==> config.mk <==
export PLATFORM = sky130hd
export DESIGN_NAME = pfm_buck_ctrl
export DESIGN_NICKNAME = d
export VERILOG_FILES = /design/src/rtl/pfm_pkg.sv /design/src/rtl/pfm_sample_gate.sv /design/src/rtl/pfm_ontime_sel.sv /design/src/rtl/pfm_unit_timer.sv /design/src/rtl/pfm_seq.sv /design/src/rtl/pfm_buck_ctrl.sv
export SDC_FILE = /design/constraint.sdc
export NUM_CORES = 1
export LEC_CHECK = 0
export BUFFER_PORTS_ARGS = -buffer_cell sky130_fd_sc_hd__buf_2
export CORE_MARGIN = 1.5
export CORE_UTILIZATION = 60
export CTS_CLUSTER_SIZE = 14
export DETAILED_ROUTE_END_ITERATION = 7
export PLACE_DENSITY = 0.82
export SYNTH_ARGS = -nofsm -noshare
export SYNTH_HDL_FRONTEND = slang
export SYNTH_HIERARCHICAL = 1
export SYNTH_SLANG_ARGS = --single-unit
==> constraint.sdc <==
create_clock -name clk -period 5.4 [get_ports clk]
set_clock_uncertainty 0.1 [all_clocks]
set_input_delay 1.62 -clock clk [delete_from_list [all_inputs] [get_ports clk]]
set_output_delay 1.62 -clock clk [all_outputs]
set_load 0.1 [all_outputs]
==> src/rtl/pfm_pkg.sv <==
package pfm_pkg;

   typedef enum logic [2:0] {
      ST_IDLE,
      ST_REQ,
      ST_HS,
      ST_DEAD,
      ST_LS,
      ST_REL
   } pfm_state_e;

   localparam int unsigned PFM_CODES  = 16;
   localparam int unsigned PFM_UNIT_W = 5;

   // Low-side units per setpoint code for an 8-unit high-side phase, entry 15 first.
   localparam logic [PFM_CODES*PFM_UNIT_W-1:0] PFM_LS_DEFAULT = {
      5'd14, 5'd13, 5'd13, 5'd12, 5'd11, 5'd10, 5'd9, 5'd8,
      5'd8,  5'd7,  5'd6,  5'd5,  5'd4,  5'd3,  5'd3, 5'd2
   };

endpackage

==> src/rtl/pfm_sample_gate.sv <==
module pfm_sample_gate (
   input  logic clk,
   input  logic rst_n,
   input  logic samp_tick,
   input  logic cmp_above,
   input  logic idle,
   output logic start
);
   logic armed_q;

   // The strobe only counts when the sequencer is idle; anything else is dropped.
   always_ff @(posedge clk or negedge rst_n) begin
      if (!rst_n) armed_q <= 1'b0;
      else        armed_q <= 1'b1;
   end

   assign start = armed_q & idle & samp_tick & cmp_above;
endmodule

==> src/rtl/pfm_ontime_sel.sv <==
module pfm_ontime_sel #(
   parameter int unsigned UNIT_W  = 5,
   parameter int unsigned CODES   = 16,
   parameter bit          LUT_REG = 1'b1,
   parameter logic [CODES*UNIT_W-1:0] LS_TABLE = '0,
   localparam int unsigned CODE_W = $clog2(CODES)
) (
   input  logic              clk,
   input  logic              rst_n,
   input  logic              capture,
   input  logic [CODE_W-1:0] code,
   output logic [UNIT_W-1:0] ls_units
);
   generate
      if (LUT_REG) begin : g_store_units
         logic [UNIT_W-1:0] units_q;
         always_ff @(posedge clk or negedge rst_n) begin
            if (!rst_n)       units_q <= '0;
            else if (capture) units_q <= LS_TABLE[code*UNIT_W +: UNIT_W];
         end
         assign ls_units = units_q;
      end else begin : g_store_code
         logic [CODE_W-1:0] code_q;
         always_ff @(posedge clk or negedge rst_n) begin
            if (!rst_n)       code_q <= '0;
            else if (capture) code_q <= code;
         end
         assign ls_units = LS_TABLE[code_q*UNIT_W +: UNIT_W];
      end
   endgenerate
endmodule

==> src/rtl/pfm_unit_timer.sv <==
module pfm_unit_timer #(
   parameter int unsigned UNIT_W   = 5,
   parameter int unsigned UNIT_CYC = 2,
   localparam int unsigned PRE_W   = (UNIT_CYC > 1) ? $clog2(UNIT_CYC) : 1
) (
   input  logic              clk,
   input  logic              rst_n,
   input  logic              load,
   input  logic [UNIT_W-1:0] units,
   output logic              done
);
   localparam logic [PRE_W-1:0] PRE_TOP = PRE_W'(UNIT_CYC - 1);

   logic [UNIT_W-1:0] unit_q;
   logic [PRE_W-1:0]  pre_q;
   logic              run_q;

   always_ff @(posedge clk or negedge rst_n) begin
      if (!rst_n) begin
         unit_q <= '0;
         pre_q  <= '0;
         run_q  <= 1'b0;
      end else if (load) begin
         unit_q <= units - 1'b1;
         pre_q  <= PRE_TOP;
         run_q  <= 1'b1;
      end else if (run_q) begin
         if (pre_q == '0) begin
            pre_q <= PRE_TOP;
            if (unit_q == '0) run_q  <= 1'b0;
            else              unit_q <= unit_q - 1'b1;
         end else begin
            pre_q <= pre_q - 1'b1;
         end
      end
   end

   assign done = run_q && (pre_q == '0) && (unit_q == '0);
endmodule

==> src/rtl/pfm_seq.sv <==
module pfm_seq
   import pfm_pkg::*;
#(
   parameter int unsigned UNIT_W   = 5,
   parameter int unsigned HS_UNITS = 8
) (
   input  logic              clk,
   input  logic              rst_n,
   input  logic              start,
   input  logic              ind_gnt,
   input  logic              tmr_done,
   input  logic [UNIT_W-1:0] ls_units,
   output logic              idle,
   output logic              capture,
   output logic              tmr_load,
   output logic [UNIT_W-1:0] tmr_units,
   output logic              ind_req,
   output logic              ind_rel,
   output logic              hs_on,
   output logic              ls_on
);
   localparam logic [UNIT_W-1:0] HS_U = UNIT_W'(HS_UNITS);

   pfm_state_e st_q, st_d;

   always_comb begin
      st_d = st_q;
      unique case (st_q)
         ST_IDLE: if (start)    st_d = ST_REQ;
         ST_REQ:  if (ind_gnt)  st_d = ST_HS;
         ST_HS:   if (tmr_done) st_d = ST_DEAD;
         ST_DEAD:               st_d = ST_LS;
         ST_LS:   if (tmr_done) st_d = ST_REL;
         ST_REL:                st_d = ST_IDLE;
         default:               st_d = ST_IDLE;
      endcase
   end

   always_ff @(posedge clk or negedge rst_n) begin
      if (!rst_n) st_q <= ST_IDLE;
      else        st_q <= st_d;
   end

   assign capture   = (st_q == ST_REQ) && ind_gnt;
   assign tmr_load  = capture || (st_q == ST_DEAD);
   assign tmr_units = capture ? HS_U : ls_units;

   assign idle    = (st_q == ST_IDLE);
   assign ind_req = (st_q == ST_REQ);
   assign ind_rel = (st_q == ST_REL);
   assign hs_on   = (st_q == ST_HS);
   assign ls_on   = (st_q == ST_LS);
endmodule

==> src/rtl/pfm_buck_ctrl.sv <==
module pfm_buck_ctrl #(
   parameter int unsigned HS_UNITS = 8,
   parameter int unsigned UNIT_CYC = 2,
   parameter bit          LUT_REG  = 1'b1,
   parameter logic [pfm_pkg::PFM_CODES*pfm_pkg::PFM_UNIT_W-1:0] LS_TABLE = pfm_pkg::PFM_LS_DEFAULT
) (
   input  logic       clk,
   input  logic       rst_n,
   input  logic       samp_tick,
   input  logic       cmp_above,
   input  logic [3:0] vset_code,
   input  logic       ind_gnt,
   output logic       ind_req,
   output logic       ind_rel,
   output logic       hs_on,
   output logic       ls_on
);
   localparam int unsigned UNIT_W = pfm_pkg::PFM_UNIT_W;
   localparam int unsigned CODES  = pfm_pkg::PFM_CODES;

   generate
      if (HS_UNITS < 1 || HS_UNITS >= (1 << UNIT_W)) begin : g_bad_hs
         $error("HS_UNITS out of range");
      end
      if (UNIT_CYC < 1) begin : g_bad_cyc
         $error("UNIT_CYC must be at least 1");
      end
      for (genvar k = 0; k < CODES; k++) begin : g_tbl_chk
         if (LS_TABLE[k*UNIT_W +: UNIT_W] == '0) begin : g_zero
            $error("LS_TABLE entry must be nonzero");
         end
      end
   endgenerate

   logic              start, idle, capture, tmr_load, tmr_done;
   logic [UNIT_W-1:0] ls_units, tmr_units;

   pfm_sample_gate u_gate (
      .clk       (clk),
      .rst_n     (rst_n),
      .samp_tick (samp_tick),
      .cmp_above (cmp_above),
      .idle      (idle),
      .start     (start)
   );

   pfm_ontime_sel #(
      .UNIT_W   (UNIT_W),
      .CODES    (CODES),
      .LUT_REG  (LUT_REG),
      .LS_TABLE (LS_TABLE)
   ) u_sel (
      .clk      (clk),
      .rst_n    (rst_n),
      .capture  (capture),
      .code     (vset_code),
      .ls_units (ls_units)
   );

   pfm_unit_timer #(
      .UNIT_W   (UNIT_W),
      .UNIT_CYC (UNIT_CYC)
   ) u_tmr (
      .clk   (clk),
      .rst_n (rst_n),
      .load  (tmr_load),
      .units (tmr_units),
      .done  (tmr_done)
   );

   pfm_seq #(
      .UNIT_W   (UNIT_W),
      .HS_UNITS (HS_UNITS)
   ) u_seq (
      .clk       (clk),
      .rst_n     (rst_n),
      .start     (start),
      .ind_gnt   (ind_gnt),
      .tmr_done  (tmr_done),
      .ls_units  (ls_units),
      .idle      (idle),
      .capture   (capture),
      .tmr_load  (tmr_load),
      .tmr_units (tmr_units),
      .ind_req   (ind_req),
      .ind_rel   (ind_rel),
      .hs_on     (hs_on),
      .ls_on     (ls_on)
   );
endmodule

## Yosys cells after proc, flatten, opt, wreduce, memory -nomap -nowiden

Cells that the tools add are included.

| storage, ports and cells | value |
|---|---|
| memory bits (writable) | 0 |
| output and inout bits | 4 |
| memory bits (read-only) | 0 |
| latch bits | 0 |
| register bits | 16 |
| memories | 0 |
| logic and storage cells | 52 |

| operators by class | value |
|---|---|
| reduce and logical (&&, ||, !) cells | 9 |
| equality and inequality tests | 11 |
| bitwise gates (word level) | 4 |
| add/subtract/negate cells | 3 |
| multiply operators | 1 |
| mux-type cells | 17 |
| order comparisons | 0 |
| div/mod/pow operators | 0 |
| shift-type cells | 1 |

Operators by type and width:

| operator | number |
|---|---|
| $shiftx A80 B8 Y5 const A | 1 |
| $mux W5 | 5 |
| $pmux W3 S5 | 1 |
| $mux W3 | 4 |
| $sub A5 B1 Y5 const B | 2 |
| $ne A2 B2 Y1 const B | 4 |
| $mul A4 B3 Y7 const B | 1 |
| $mux W1 | 7 |
| $eq A3 B2 Y1 const B | 2 |
| $eq A3 B3 Y1 const B | 2 |
| $logic_not A5 Y1 | 1 |
| $ne A2 B1 Y1 const B | 2 |
| $reduce_and A4 Y1 | 1 |
| $and A1 B1 Y1 | 3 |
| $eq A3 B1 Y1 const B | 1 |
| $logic_and A1 B1 Y1 | 3 |
| $logic_not A3 Y1 | 1 |
| $reduce_and A3 Y1 | 1 |
| $reduce_bool A2 Y1 | 1 |
| $logic_or A1 B1 Y1 | 1 |
| $not A1 Y1 | 1 |
| $sub A1 B1 Y1 const B | 1 |

## Longest topological paths before layout

Gate-level depths: netlist of the first run.

| logic depth | value |
|---|---|
| word-level depth | 6 |
| mapped depth | 9 |
| depth with buffers taken out | 8 |

## Modules after synthesis

The synthesis of the first run kept the hierarchy.

By module, submodules not included:

| module | area an instance (µm²) | times used | cells an instance | seq. area each (µm²) |
|---|---|---|---|---|
| pfm_unit_timer | 500.5 | 1 | 49 | 175.2 |
| pfm_ontime_sel | 269.0 | 1 | 26 | 100.1 |
| pfm_seq | 265.3 | 1 | 29 | 75.1 |
| pfm_sample_gate | 37.5 | 1 | 3 | 25.0 |

## Least setup slack after synthesis of the first run

Ideal clock, no wire load.

| path | value |
|---|---|
| kind | flip-flop to output port |
| from | register u_seq.st_q[1] |
| to | output port hs_on |
| buffers on the path | 1 |
| data arrival time | 2.792 ns |
| cell stages (with the launch flop) | 3 |
| slack | 0.888 ns |
| required time | 3.680 ns |
| path through | dfrtp_1 -> buf_2 -> nor3b_1 |

| between the ends | value |
|---|---|
| longest elaborated chain between the ends | 1 |

Ends and longest elaborated chain:

| element | RTL line | text |
|---|---|---|
| start, declared | pfm_seq.sv:24 | `pfm_state_e st_q, st_d;` |
| start signal, assigned | pfm_seq.sv:41 | `else st_q <= st_d;` |
| $eq A3 B2 Y1 | pfm_seq.sv:51 | `assign hs_on = (st_q == ST_HS);` |
| end, declared | pfm_buck_ctrl.sv:15 | `output logic hs_on,` |

Every way passes these cells.

## Final worst setup path of the first run

| path | value |
|---|---|
| from | input port ind_gnt |
| to | register u_tmr.unit_q[4] |

| between the ends | value |
|---|---|
| longest elaborated chain between the ends | 4 |
| elaborated cells between the ends (all ways) | 9 |
| those cells by class | add/sub: 1; eq/ne: 2; mux: 2; reduce/logical: 4 |

Ends and longest elaborated chain:

| element | RTL line | text |
|---|---|---|
| start, declared | pfm_buck_ctrl.sv:12 | `input logic ind_gnt,` |
| $logic_and A1 B1 Y1 (*) | pfm_seq.sv:44 | `assign capture = (st_q == ST_REQ) && ind_gnt;` |
| $logic_or A1 B1 Y1 (*) | pfm_seq.sv:45 | `assign tmr_load = capture \|\| (st_q == ST_DEAD);` |
| via tmr_load | pfm_buck_ctrl.sv:35 | `logic start, idle, capture, tmr_load, tmr_done;` |
| $ne A2 B2 Y1 (no source line) / $reduce_bool A2 Y1 (equally long branches) | - |  |
| $reduce_and A3 Y1 (no source line) | - |  |
| end signal, assigned | pfm_unit_timer.sv:24 | `unit_q <= units - 1'b1;` |
| end signal, assigned | pfm_unit_timer.sv:31 | `else unit_q <= unit_q - 1'b1;` |
| end, declared | pfm_unit_timer.sv:14 | `logic [UNIT_W-1:0] unit_q;` |

The timed path passes the listed nets; every way through them passes the cells marked *.
A chain may end at the register's enable or synchronous reset.

==> flow_results.org, run 1 <==
** Run status
- The run finished with clean final reports.

** Critical path
- Required time reported for the critical path endpoint :: 5.44 ns
- Critical path peak fanout :: 14
- Among all stages on the critical path, the largest delay is contributed by nor3b_2.
- By startpoint and endpoint, the worst setup path is classified as input port to flip-flop.
- Traced cell by cell, the critical path runs through buf_2 > nor2_1 > nor3b_2 > mux2i_1 > ha_1 > nand4b_1 > xor2_1 > mux2i_1.
- The number of buffers and inverters on the critical path is 1.
- Counting stages on the worst path, the most repeated cell is mux2i_1.
- Crit-path leading delay family :: simple AND/OR/NAND/NOR gates
- Data arrives at the worst endpoint at 3.59 ns.
- Crit path depth :: 8
- STA classifies the critical path startpoint as an input port.
- Maximum cell stage delay along the critical path :: 0.79 ns
- STA classifies the critical path endpoint as a flip-flop.
- The number of cells on the worst reg-to-reg path is 7.

** Layout
- The finished cells cover 1132 µm².
- Non-filler instance count after layout :: 140
- Number of antenna repair diodes :: 0
- Counting the fill cells in the layout gives 147.
- Post-route core utilization :: 66.30%
- The final layout contains 128 nets.
- Of the cells placed in the final design, the portion with a size suffix greater than 1 is 26.96%.
- Area grow syn2layout :: 5.601%

** Synth
- Post-Synthesis Cell Area :: 1072 µm²
- Average cell area after synthesis :: 10.02 µm²
- Synthesis produced a netlist whose cell count is 107.
- Flip-flop cell with the highest count after synthesis :: dfrtp_1
- Of all flip-flops after synthesis, the portion carrying an async set or reset was 100.0%.
- Synth area leaders :: dfrtp_1 35%, mux2i_1 4.7%, nor2b_1 4.1%
- The share of synthesized area in the top cell type comes to 35.01%.
- Post-synthesis sequential area ratio :: 35.01%
- Yosys warning total :: 6
- Counting flops and latches in the post-synthesis netlist gives 15.
- The biggest area contributor in the post-synthesis netlist is dfrtp_1.
- Number of distinct library cells after synthesis :: 49
- Number of nets in the synthesized netlist :: 119
- Number of enable-type register cells in the synthesized netlist :: 0

** GRT
- Global-route wire length before repair :: 3325 µm
- Number of global-route vias before repair :: 762
- In the global route stage, met3 resource usage came out at 4.800%.
- Maximum number of pins on one net before global-route repair :: 16
- The total overflow left after global routing is 0.
- Met2 Usage GRT :: 36.00%
- Met1 Resource Use GR :: 29.15%
- Initial antenna violation count :: 0
- In the global route stage, overall resource usage came out at 22.61%.
- GRT busiest layer :: met2

** Worst hold path
- Min-Delay Path Class :: flip-flop to flip-flop
- Hold-critical path depth :: 2

** Timing
- Normalized max-slew margin :: 35.65%
- Setup tns final :: 0 ns
- Setup repair after global routing left no endpoint under its margin.
- The final number of hold-violating endpoints is 0.
- For the pin with the worst max-slew slack, the measured transition is 0.9610 ns.
- The final-report max-slew violation count is 0.
- After layout, the minimum clock period comes to 3.550 ns.
- Worst Slack Setup Final :: 1.850 ns
- Final Cycle Share :: 65.74%
- Static timing analysis puts the maximum clock frequency at 0.2817 GHz.
- Final setup vio count :: 0

** Clock tree
- In this run the number of H-tree levels came out at 1.
- TritonCTS clock tree :: done
- Post-CTS setup buffers :: 0
- Number of sinks driven by the clock tree :: 15
- Hold-fix buffers, CTS :: 0
- Buffer type at the clock tree root :: clkbuf_4
- Post-CTS repair changed the size of 0 cells.
- Clock latency of the later-clocked register in the worst-skew pair :: 0.29 ns
- Buffers inserted during clock tree synthesis total 3.
- Post-CTS clock slew at the launch and capture registers of the worst setup and hold paths :: 0.10 ns
- The clock passes through at most 2 buffers.

** Placement
- The HPWL after detailed placement is 1395 µm.
- Routability-driven placement finished with a final weighted congestion of 0.7976.
- Placed instance count :: 136
- Quantity of I/O buffers inserted on ports :: 12
- Summing all placed instances gives a cell area of 1102 µm².
- Worst setup slack before clock tree synthesis :: 1.556 ns

** Die
- The die is 45.28 µm wide.
- Number of standard-cell rows in the floorplan :: 15
- Initial cell density of the core :: 62.78%
- Pin placement for this block handled 13 I/O pins.
- Die height :: 45.28 µm
- Core box area :: 1708 µm²
- The floorplan step defined a die boundary enclosing 2050 µm².

** Route
- The detail route stage leaves a number of antenna-violating nets equal to 0.
- After detailed routing, the number of vias per cell comes to 5.457.
- Detailed-route wire length per cell :: 13.48 µm
- Total number of vias :: 764
- The first detailed-routing pass took 4 iterations.
- After detailed routing, the total wire length is 1887 µm.
- DR DRC count :: 0
- After the first detailed-routing iteration, the DRC count stood at 7.

** Pwr
- Leakage power of the design :: 0.4824 nW
- In this run the power density over the cells is 536.2 nW/µm².
- The worst-case IR drop observed on VDD is 385.7 µV.

** Run
- The tool flagged a number of max-cap violations equal to 0.
cells in the mapped netlist (2+ instances only):
master / instances
a21oi_1: 4
a31oi_1: 2
and2_4: 2
buf_2: 2
buf_4: 3
buf_6: 3
conb_1: 2
dfrtp_1: 15
ha_1: 3
inv_1: 4
mux2i_1: 5
nand2_1: 5
nand2b_1: 3
nand3b_1: 2
nor2_1: 5
nor2b_1: 7
nor3_1: 2
nor3b_1: 4
o21ai_0: 2
xor2_1: 3
tightest hold or removal path, stage by stage (launching register included):
cell and delay [ns]:
dfrtp_1 0.38, inv_1 0.06, o21ai_0 0.06
placed cells by master (no fill, tap or decap), types with 3 or more instances in the layout:
cell,count
a21oi_1,4
buf_2,12
clkbuf_4,3
dfrtp_1,15
ha_1,3
inv_1,4
mux2i_1,5
nand2_1,5
nand2b_1,3
nor2_1,5
nor2b_1,7
nor3b_1,3
xor2_1,3
cell families (layout without fill, tap and decap cells):
family	Yosys count	count (layout)	synth area share, %
AO/OA/AOI/OAI	18	18	12.49
buffers and inverters	12	20	7.584
XOR/XNOR	3	3	2.451
other	2	2	0.7004
flip-flops	15	15	35.01
AND/OR/NAND/NOR	45	45	27.77
adder cells (fa/ha/maj)	3	3	3.501
multiplexers	9	9	10.50
cell type report:
type,count,area (µm²),area share [%]
clock buffers,3,22.52,1.989
clock inverters,1,7.507,0.6630
inverters,4,15.01,1.326
multi-input cells,80,620.6,54.81
flip-flops and latches,15,375.4,33.15
well taps,25,31.28,2.762
repair buffers,12,60.06,5.304
final timing paths:
path / from / endpoint / slack (ns)
min in group asynchronous: rst_n / u_tmr/run_q$_DFF_PN0_ / 1.11
max in group asynchronous: rst_n / u_tmr/unit_q[0]$_DFFE_PN0P_ / 3.84
setup reg to reg: u_seq/st_q[1]$_DFFE_PN0P_ / u_tmr/unit_q[4]$_DFFE_PN0P_ / 2.65
setup / recovery: ind_gnt / u_tmr/unit_q[4]$_DFFE_PN0P_ / 1.85
hold reg to reg: u_sel/ls_units[2]$_DFFE_PN0P_ / u_sel/ls_units[2]$_DFFE_PN0P_ / 0.43
hold / removal: u_sel/ls_units[2]$_DFFE_PN0P_ / u_sel/ls_units[2]$_DFFE_PN0P_ / 0.43
report_power, final:
group          switching (mW)  leakage [nW]  internal [mW]  total, mW
registers              0.0570         0.176          0.161      0.218
clock network          0.0386        0.0139         0.0281     0.0667
logic                   0.189         0.292          0.134      0.323
total                   0.284         0.482          0.323      0.607
routing by layer:
metal / vias up / share of wire [%]
li1: 385 / -
met2: 15 / 53
met4: 0 / 0
met5: - / 0
met1: 364 / 45
met3: 0 / 1.5
registers in the layout, indices dropped and copies added (netlist names):
name and count:
u_sel/ls_units 4, u_tmr/unit_q 5, u_tmr/pre_q 1, u_tmr/run_q 1
u_seq/st_q 3, u_gate/armed_q 1
metrics by stage:
stage / power [mW] / hold WS (ns)
2_1_floorplan: 0.5007 / 0.3739
3_3_place_gp: 0.5282 / 0.3935
3_5_place_dp: 0.5414 / 0.4045
4_1_cts: 0.6105 / 0.4258
5_1_grt: 0.6562 / 0.4522
6_report: 0.6072 / 0.4296
Power figures use the tool's default switching activity.
==> run 2: changes to the inputs <==
--- a/config.mk
+++ b/config.mk
@@ -7,10 +7,10 @@
 export LEC_CHECK = 0
 export BUFFER_PORTS_ARGS = -buffer_cell sky130_fd_sc_hd__buf_2
 export CORE_MARGIN = 1.5
-export CORE_UTILIZATION = 60
+export CORE_UTILIZATION = 56
 export CTS_CLUSTER_SIZE = 14
 export DETAILED_ROUTE_END_ITERATION = 7
-export PLACE_DENSITY = 0.82
+export PLACE_DENSITY = 0.77
 export SYNTH_ARGS = -nofsm -noshare
 export SYNTH_HDL_FRONTEND = slang
 export SYNTH_HIERARCHICAL = 1
==> constraint.sdc (replaced) <==
create_clock -name clk -period 3.35 [get_ports clk]
set_clock_uncertainty 0.1 [all_clocks]
set_input_delay 1.005 -clock clk [delete_from_list [all_inputs] [get_ports clk]]
set_output_delay 1.005 -clock clk [all_outputs]
set_load 0.1 [all_outputs]
==> flow_results.org, run 2 (synthesis gave the netlist of run 1 again) <==
** Timing
- Count of pins over their slew limit :: 0 (unchanged)
- Final setup vio count :: 0 (unchanged)
- Setup tns final :: 0 ns (unchanged)
- The final number of hold-violating endpoints came to 0 (unchanged).
- The pin slew with the least headroom to its limit was 0.6237 ns (-0.3374 ns).
- For the finished layout, the period the worst path requires is 2.692 ns.
- Worst hold margin :: 0.4240 ns (-0.005655 ns)
- The normalized max-slew margin was 58.34% (+23 points).
- RSZ-0062 raised after global routing :: no
- Top achievable clock speed :: 0.3715 GHz
- Final Cycle Share :: 80.34%

** Layout
- The flip-flop count of the largest register after layout was 5 (unchanged).
- Final net count :: 129 (+0.78%)
- The share of post-route cells with drive strength above 1 was 28.45% (+1.5 points).
- Post-route core utilization :: 64.75% (-1.5 points)
- The number of diodes added for antenna fixing is 0 (unchanged).
- Area grow syn2layout :: 6.535%
- Most frequent standard cell in the layout excluding fill and tap cells :: dfrtp_1
- Register ranked first by flip-flop count :: u_tmr/unit_q
- The final instance count without filler cells came to 141 (+0.71%).
- Leaving out fill and tap cells, the most frequent cells in the layout are 15 x dfrtp_1, 12 x buf_2, 7 x nor2b_1.

** GRT
- Initial antenna violation count :: 0 (unchanged)
- Grt ovf :: 0 (unchanged)
- The wire length of the first global-routing pass is 3215 µm (-3.3%).
- The overall fraction of global-route tracks in use is 20.45% (-2.2 points).
- The maximum number of pins on one net before global-route repair was 16 (unchanged).
- The number of global-route vias before repair is 738 (-3.1%).

** Die
- Number of standard-cell rows in the floorplan :: 15 (unchanged)
- The vertical die dimension came to 46.76 µm (+3.3%).
- I/O Pins :: 13 (unchanged)
- The starting density of the core was 60.78% (-2.0 points).
- Core box area :: 1764 µm² (+3.3%)
- The die outline width came to 46.76 µm (+3.3%).
- The area enclosed by the die boundary was 2187 µm² (+6.7%).

** Worst hold path
- The worst hold path begins at u_sel/ls_units[3]$_DFFE_PN0P_.
- In this run the worst hold path is classified as flip-flop to flip-flop.

** Pwr
- The leakage power total was 0.4953 nW (+2.7%).
- The peak supply drop is 496.8 µV (+29%).
- The cell area power density came to 858.3 nW/µm² (+60%).

** Critical path
- The worst setup path is launched from a flip-flop.
- Required time reported for the critical path endpoint :: 2.24 ns (-3.20 ns)
- Element type at the critical path end :: output pin
- Signal arrival time at the worst endpoint :: 1.59 ns (-2.00 ns)
- The largest fanout on the critical path was 10 (-4).
- The slowest stage of the critical path belongs to the cell dfrtp_1.
- Class of the most critical setup path :: flip-flop to output pin
- Startpoint of the worst register-to-register path :: u_seq/st_q[1]$_DFFE_PN0P_
- Start point of the critical path :: u_seq/st_q[2]$_DFFE_PN0P_
- The buffer and inverter count on the worst path came to 1 (unchanged).
- Crit-path leading delay family :: flip-flops
- Cells along the critical path :: nor3b_2 > buf_2
- Maximum cell stage delay along the critical path :: 0.60 ns (-0.19 ns)

** Route
- The post-detailed-route via-to-cell ratio came to 5.461 (about the same).
- Detailed-route wire length per cell :: 13.09 µm (-2.9%)
- 1st-iter DRT viols :: 13 (+6)
- Routed wire length :: 1845 µm (-2.2%)
- Number of detailed-routing iterations run before antenna repair :: 4 (unchanged)
- The DRC violation count after routing came to 0 (unchanged).
- DRT antenna net count :: 0 (unchanged)
- Total number of vias :: 770 (+0.79%)

** Placement
- Quantity of I/O buffers inserted on ports :: 12 (unchanged)
- The last weighted congestion value of the routability-driven placer came to 0.8537 (+7.0%).
- The placed instance count is 137 (+0.74%).
- Detailed placer's ending HPWL :: 1386 µm (-0.67%)

** Clock tree
- The total number of H-tree levels came to 1 (unchanged).
- TritonCTS Buffers :: 3 (unchanged)
- TritonCTS clock tree :: done
- Number of sinks driven by the clock tree :: 15 (unchanged)
- Post-CTS setup buffers :: 0 (unchanged)
- The clock input transition at the sequential cells of the worst setup and hold paths is 0.10 ns (about the same).
- Buffer type at the clock tree root :: clkbuf_4
- Deepest clock path buffer count :: 2 (unchanged)
- The count of instances resized after the clock tree is built is 0 (unchanged).
- Clock latency of the later-clocked register in the worst-skew pair :: 0.28 ns (about the same)
- The quantity of hold-fixing buffers added after cts is 0 (unchanged).

** Run status
- Status :: complete, no violations

** Run
- Number of maximum-capacitance constraint violations :: 0 (unchanged)
==> run 2: changes by cell type in the layout (fill, tap and decap cells not counted) <==
cell,change
nor3b_2,+1
clkinv_2,+1
clkinvlp_4,-1
buf_4,+1
nor3b_1,-1
==> run 2: worst min-delay path, stage by stage (launching register included) <==
cell and delay (ns):
dfrtp_1 0.35, nor2_1 0.04, a21oi_1 0.10
==> run 2: path summary, 6_finish.rpt <==
kind,to,slack (ns),depth (start not counted)
max,ls_on,0.66,2
min,u_sel/ls_units[3]$_DFFE_PN0P_,0.42,2
max reg2reg,u_tmr/unit_q[4]$_DFFE_PN0P_,1.07,8
min reg2reg,u_sel/ls_units[3]$_DFFE_PN0P_,0.42,2
max in group asynchronous,u_tmr/unit_q[1]$_DFFE_PN0P_,2.39,1
min in group asynchronous,u_seq/st_q[2]$_DFFE_PN0P_,0.51,1
==> run 2: power breakdown <==
part	switching, mW	internal [mW]	leakage, nW
sequential	0.0920	0.259	0.176
clock	0.0603	0.0442	0.0177
combinational	0.306	0.219	0.302
total	0.458	0.522	0.495
==> run 2: cell type report <==
| type | instances | area [µm²] |
|---|---|---|
| Sequential cell | 15 | 375.4 |
| Multi-Input combinational cell | 80 | 625.6 |
| Timing Repair Buffer | 13 | 67.56 |
| Fill cell | 169 | 621.8 |
| Clock inverter | 1 | 5.005 |
| Clock buffer | 3 | 22.52 |
| Inverter | 4 | 15.01 |
| Tap cell | 25 | 31.28 |
==> run 2: per-stage QoR <==
step / setup WS, ns / cell area (µm²) / power, mW
final: 0.6585 / 1142 / 0.9805
after global routing: 0.5748 / 1142 / 1.060
after CTS: 0.6542 / 1142 / 0.9837
after detailed placement: 0.6083 / 1115 / 0.8772
after global placement: 0.6897 / 1115 / 0.8585
after floorplan: 0.4578 / 1077 / 0.8103
==> run 2: layer usage <==
| layer | share of wire [%] | wire, µm | track usage, % | vias to the layer above |
|---|---|---|---|---|
| met1 | 47 | 862 | 26.46 | 361 |
| met5 | 0 | 0 | 0 | - |
| met4 | 1.4 | 25 | 7.778 | 0 |
| met3 | 2.8 | 51 | 4.231 | 4 |
| li1 | - | - | - | 395 |
| met2 | 49 | 905 | 33.70 | 10 |
==> run 3: changes to the inputs <==
==> constraint.sdc (replaced) <==
create_clock -name clk -period 2.7 [get_ports clk]
set_clock_uncertainty 0.1 [all_clocks]
set_input_delay 0.81 -clock clk [delete_from_list [all_inputs] [get_ports clk]]
set_output_delay 0.81 -clock clk [all_outputs]
set_load 0.1 [all_outputs]
==> flow_results.org, run 3 (synthesis gave the netlist of run 1 again) <==
** Run status
- The run finished with clean final reports.

** GRT
- The overall fraction of global-route tracks in use is 19.38% (-1.1 points).
- Global-route wire length before repair :: 2960 µm (-7.9%)
- Initial antenna violation count :: 0 (unchanged)
- The number of global-route vias before repair came to 716 (-3.0%).
- Grt ovf :: 0 (unchanged)
- The maximum number of pins on one net before global-route repair is 16 (unchanged).

** Layout
- The library cell used most frequently in the layout, excluding fill and tap cells, is dfrtp_1.
- The area of the multi-input gates is 628.1 µm² (+0.40%).
- The combined flip-flop and latch cell area was 375.4 µm² (unchanged).
- The number of diodes added for antenna fixing was 0 (unchanged).
- Finished layout cell area :: 1152 µm² (+0.88%)
- The total of fill cells in the finished design came to 174 (+3.0%).
- Non-filler instance count after layout :: 142 (+0.71%)
- The flip-flop count of the largest register after layout was 5 (unchanged).
- The number of nets in the finished design was 130 (+0.78%).
- Most frequent cells in the layout :: 15 x dfrtp_1, 12 x buf_2, 7 x nor2b_1
- Register ranked first by flip-flop count :: u_tmr/unit_q
- The share of post-route cells with drive strength above 1 was 29.91% (+1.5 points).
- From synthesis to final layout, the design area changed by 7.468%.

** Critical path
- STA classifies the critical path startpoint as a flip-flop.
- The worst setup path is captured at an output pin.
- The critical path is of the flip-flop to output pin type.
- Signal arrival time at the worst endpoint :: 1.57 ns (-0.02 ns)
- Critical path peak fanout :: 10 (unchanged)
- Required time reported for the critical path endpoint :: 1.79 ns (-0.45 ns)

** Pwr
- The combinational share of power was 54.3% (+0.8 points).
- The switching component of the power is 0.5607 mW (+22%).
- The net switching share of the total power came to 46.02% (-0.72 points).
- The cell internal power dissipation was 0.6578 mW (+26%).
- The fraction of power consumed by sequential logic came to 35.6% (-0.2 points).
- The part of the total power dissipated in the clock network is 10.1% (-0.6 points).
- The cell area power density is 1057 nW/µm² (+23%).
- Peak supply drop :: 619.8 µV (+25%)
- The leakage power total is 0.4991 nW (+0.76%).

** Route
- The post-detailed-route via-to-cell ratio was 5.373 (-1.6%).
- The number of routed nets with antenna violations came to 0 (unchanged).
- Number of detailed-routing iterations run before antenna repair :: 4 (unchanged)
- 1st-iter DRT viols :: 9 (-4)
- Routed wire length :: 1786 µm (-3.2%)
- Total number of vias :: 763 (-0.91%)
- The post-detailed-route wirelength per cell is 12.58 µm (-3.9%).
- The DRC violation count after routing is 0 (unchanged).

** Clock tree
- The total number of H-tree levels came to 1 (unchanged).
- Post-CTS setup buffers :: 0 (unchanged)
- The tree is rooted in a clkbuf_4.
- Number of sinks driven by the clock tree :: 15 (unchanged)
- The count of instances resized after the clock tree is built is 0 (unchanged).
- TritonCTS clock tree :: done
- Post-CTS clock slew at the launch and capture registers of the worst setup and hold paths :: 0.09 ns (about the same)
- Clock latency of the later-clocked register in the worst-skew pair :: 0.28 ns (about the same)
- The quantity of hold-fixing buffers added after cts is 0 (unchanged).
- Deepest clock path buffer count :: 2 (unchanged)
- The TritonCTS buffer count came to 3 (unchanged).

** Timing
- The worst path needs 2.478 ns of the cycle, external delays included.
- The final-report setup violation count is 0 (unchanged).
- The final number of hold-violating endpoints came to 0 (unchanged).
- The worst path uses 91.78% of the clock period.
- The pin slew with the least headroom to its limit came to 0.6259 ns (+0.002222 ns).
- Top achievable clock speed :: 0.4035 GHz
- Normalized max-slew margin :: 58.19% (-0.15 points)
- The setup TNS came to 0 ns (unchanged).
- Setup repair after global routing left no endpoint under its margin.
- The final-report max-slew violation count was 0 (unchanged).

** Die
- Core box area :: 1764 µm² (unchanged)
- Initial cell density of the core :: 60.78% (unchanged)
- I/O Pins :: 13 (unchanged)
- The standard-cell row count was 15 (unchanged).
- The area enclosed by the die boundary came to 2187 µm² (unchanged).
- Die boundary width :: 46.76 µm (unchanged)
- The vertical die dimension was 46.76 µm (unchanged).

** Placement
- Detailed placer's ending HPWL :: 1381 µm (-0.37%)
- Quantity of I/O buffers inserted on ports :: 12 (unchanged)
- Placed instance count :: 138 (+0.73%)
- DP Area :: 1125 µm² (+0.90%)
- Final weighted congestion of routability-driven global placement :: 0.7523 (-12%)

** Run
- The number of maximum-capacitance constraint violations is 0 (unchanged).

** Worst hold path
- The tightest min-delay check is of the input port to async pin type.
[run 3: final timing paths]
path                                                    start                             to  slack, ns  cells past startpoint
worst max-delay path                u_seq/st_q[2]$_DFFE_PN0P_                          ls_on       0.22                      2
worst min-delay path                                    rst_n    u_tmr/unit_q[0]$_DFFE_PN0P_       0.31                      1
worst max register to register      u_seq/st_q[0]$_DFFE_PN0P_    u_tmr/unit_q[4]$_DFFE_PN0P_       0.50                      8
worst min register to register  u_sel/ls_units[1]$_DFFE_PN0P_  u_sel/ls_units[1]$_DFFE_PN0P_       0.42                      1
max in group asynchronous                               rst_n    u_tmr/unit_q[3]$_DFFE_PN0P_       1.94                      1
min in group clk                u_sel/ls_units[1]$_DFFE_PN0P_  u_sel/ls_units[1]$_DFFE_PN0P_       0.42                      1
[run 3: cell type report]
class | count | area share (%)
tap | 25 | 2.714
multi-input combinational | 80 | 54.51
sequential | 15 | 32.57
inverter | 4 | 1.303
clock buffer | 3 | 1.954
clock inverter | 1 | 0.4343
timing repair buffer | 14 | 6.515
[run 3: per-stage QoR]
step           hold slack, ns  worst slack, ns  power (mW)  util (%)
2_1_floorplan          0.3739         -0.05426       1.019         -
3_3_place_gp           0.3882           0.2886       1.072     63.76
3_5_place_dp           0.3935           0.2228       1.094     63.76
4_1_cts                0.3140           0.2140       1.232     65.32
5_1_grt                0.3197           0.1238       1.316     65.32
6_report               0.3135           0.2219       1.218     65.32
[run 3: power by group through the flow]
stage	clock network [mW]	logic [mW]	registers (mW)
after global routing	0.145	0.722	0.449
after CTS	0.132	0.668	0.432
after floorplan	0	0.639	0.379
final	0.123	0.662	0.433
after detailed placement	0	0.658	0.436
after global placement	0	0.641	0.431
[run 3: critical path, cell delays in order (launching register included)]
cell and delay (ns):
dfrtp_1 0.59, nor3b_2 0.25, buf_2 0.45
[run 3: per-layer routing]
| metal | share of wire, % | up-vias | routed length [µm] | GRT usage (%) |
|---|---|---|---|---|
| li1 | - | 390 | - | - |
| met5 | 0 | - | 0 | 0 |
| met3 | 3.7 | 2 | 66 | 6.923 |
| met1 | 45 | 359 | 803 | 22.98 |
| met4 | 0.56 | 0 | 10 | 5.000 |
| met2 | 51 | 12 | 905 | 33.42 |
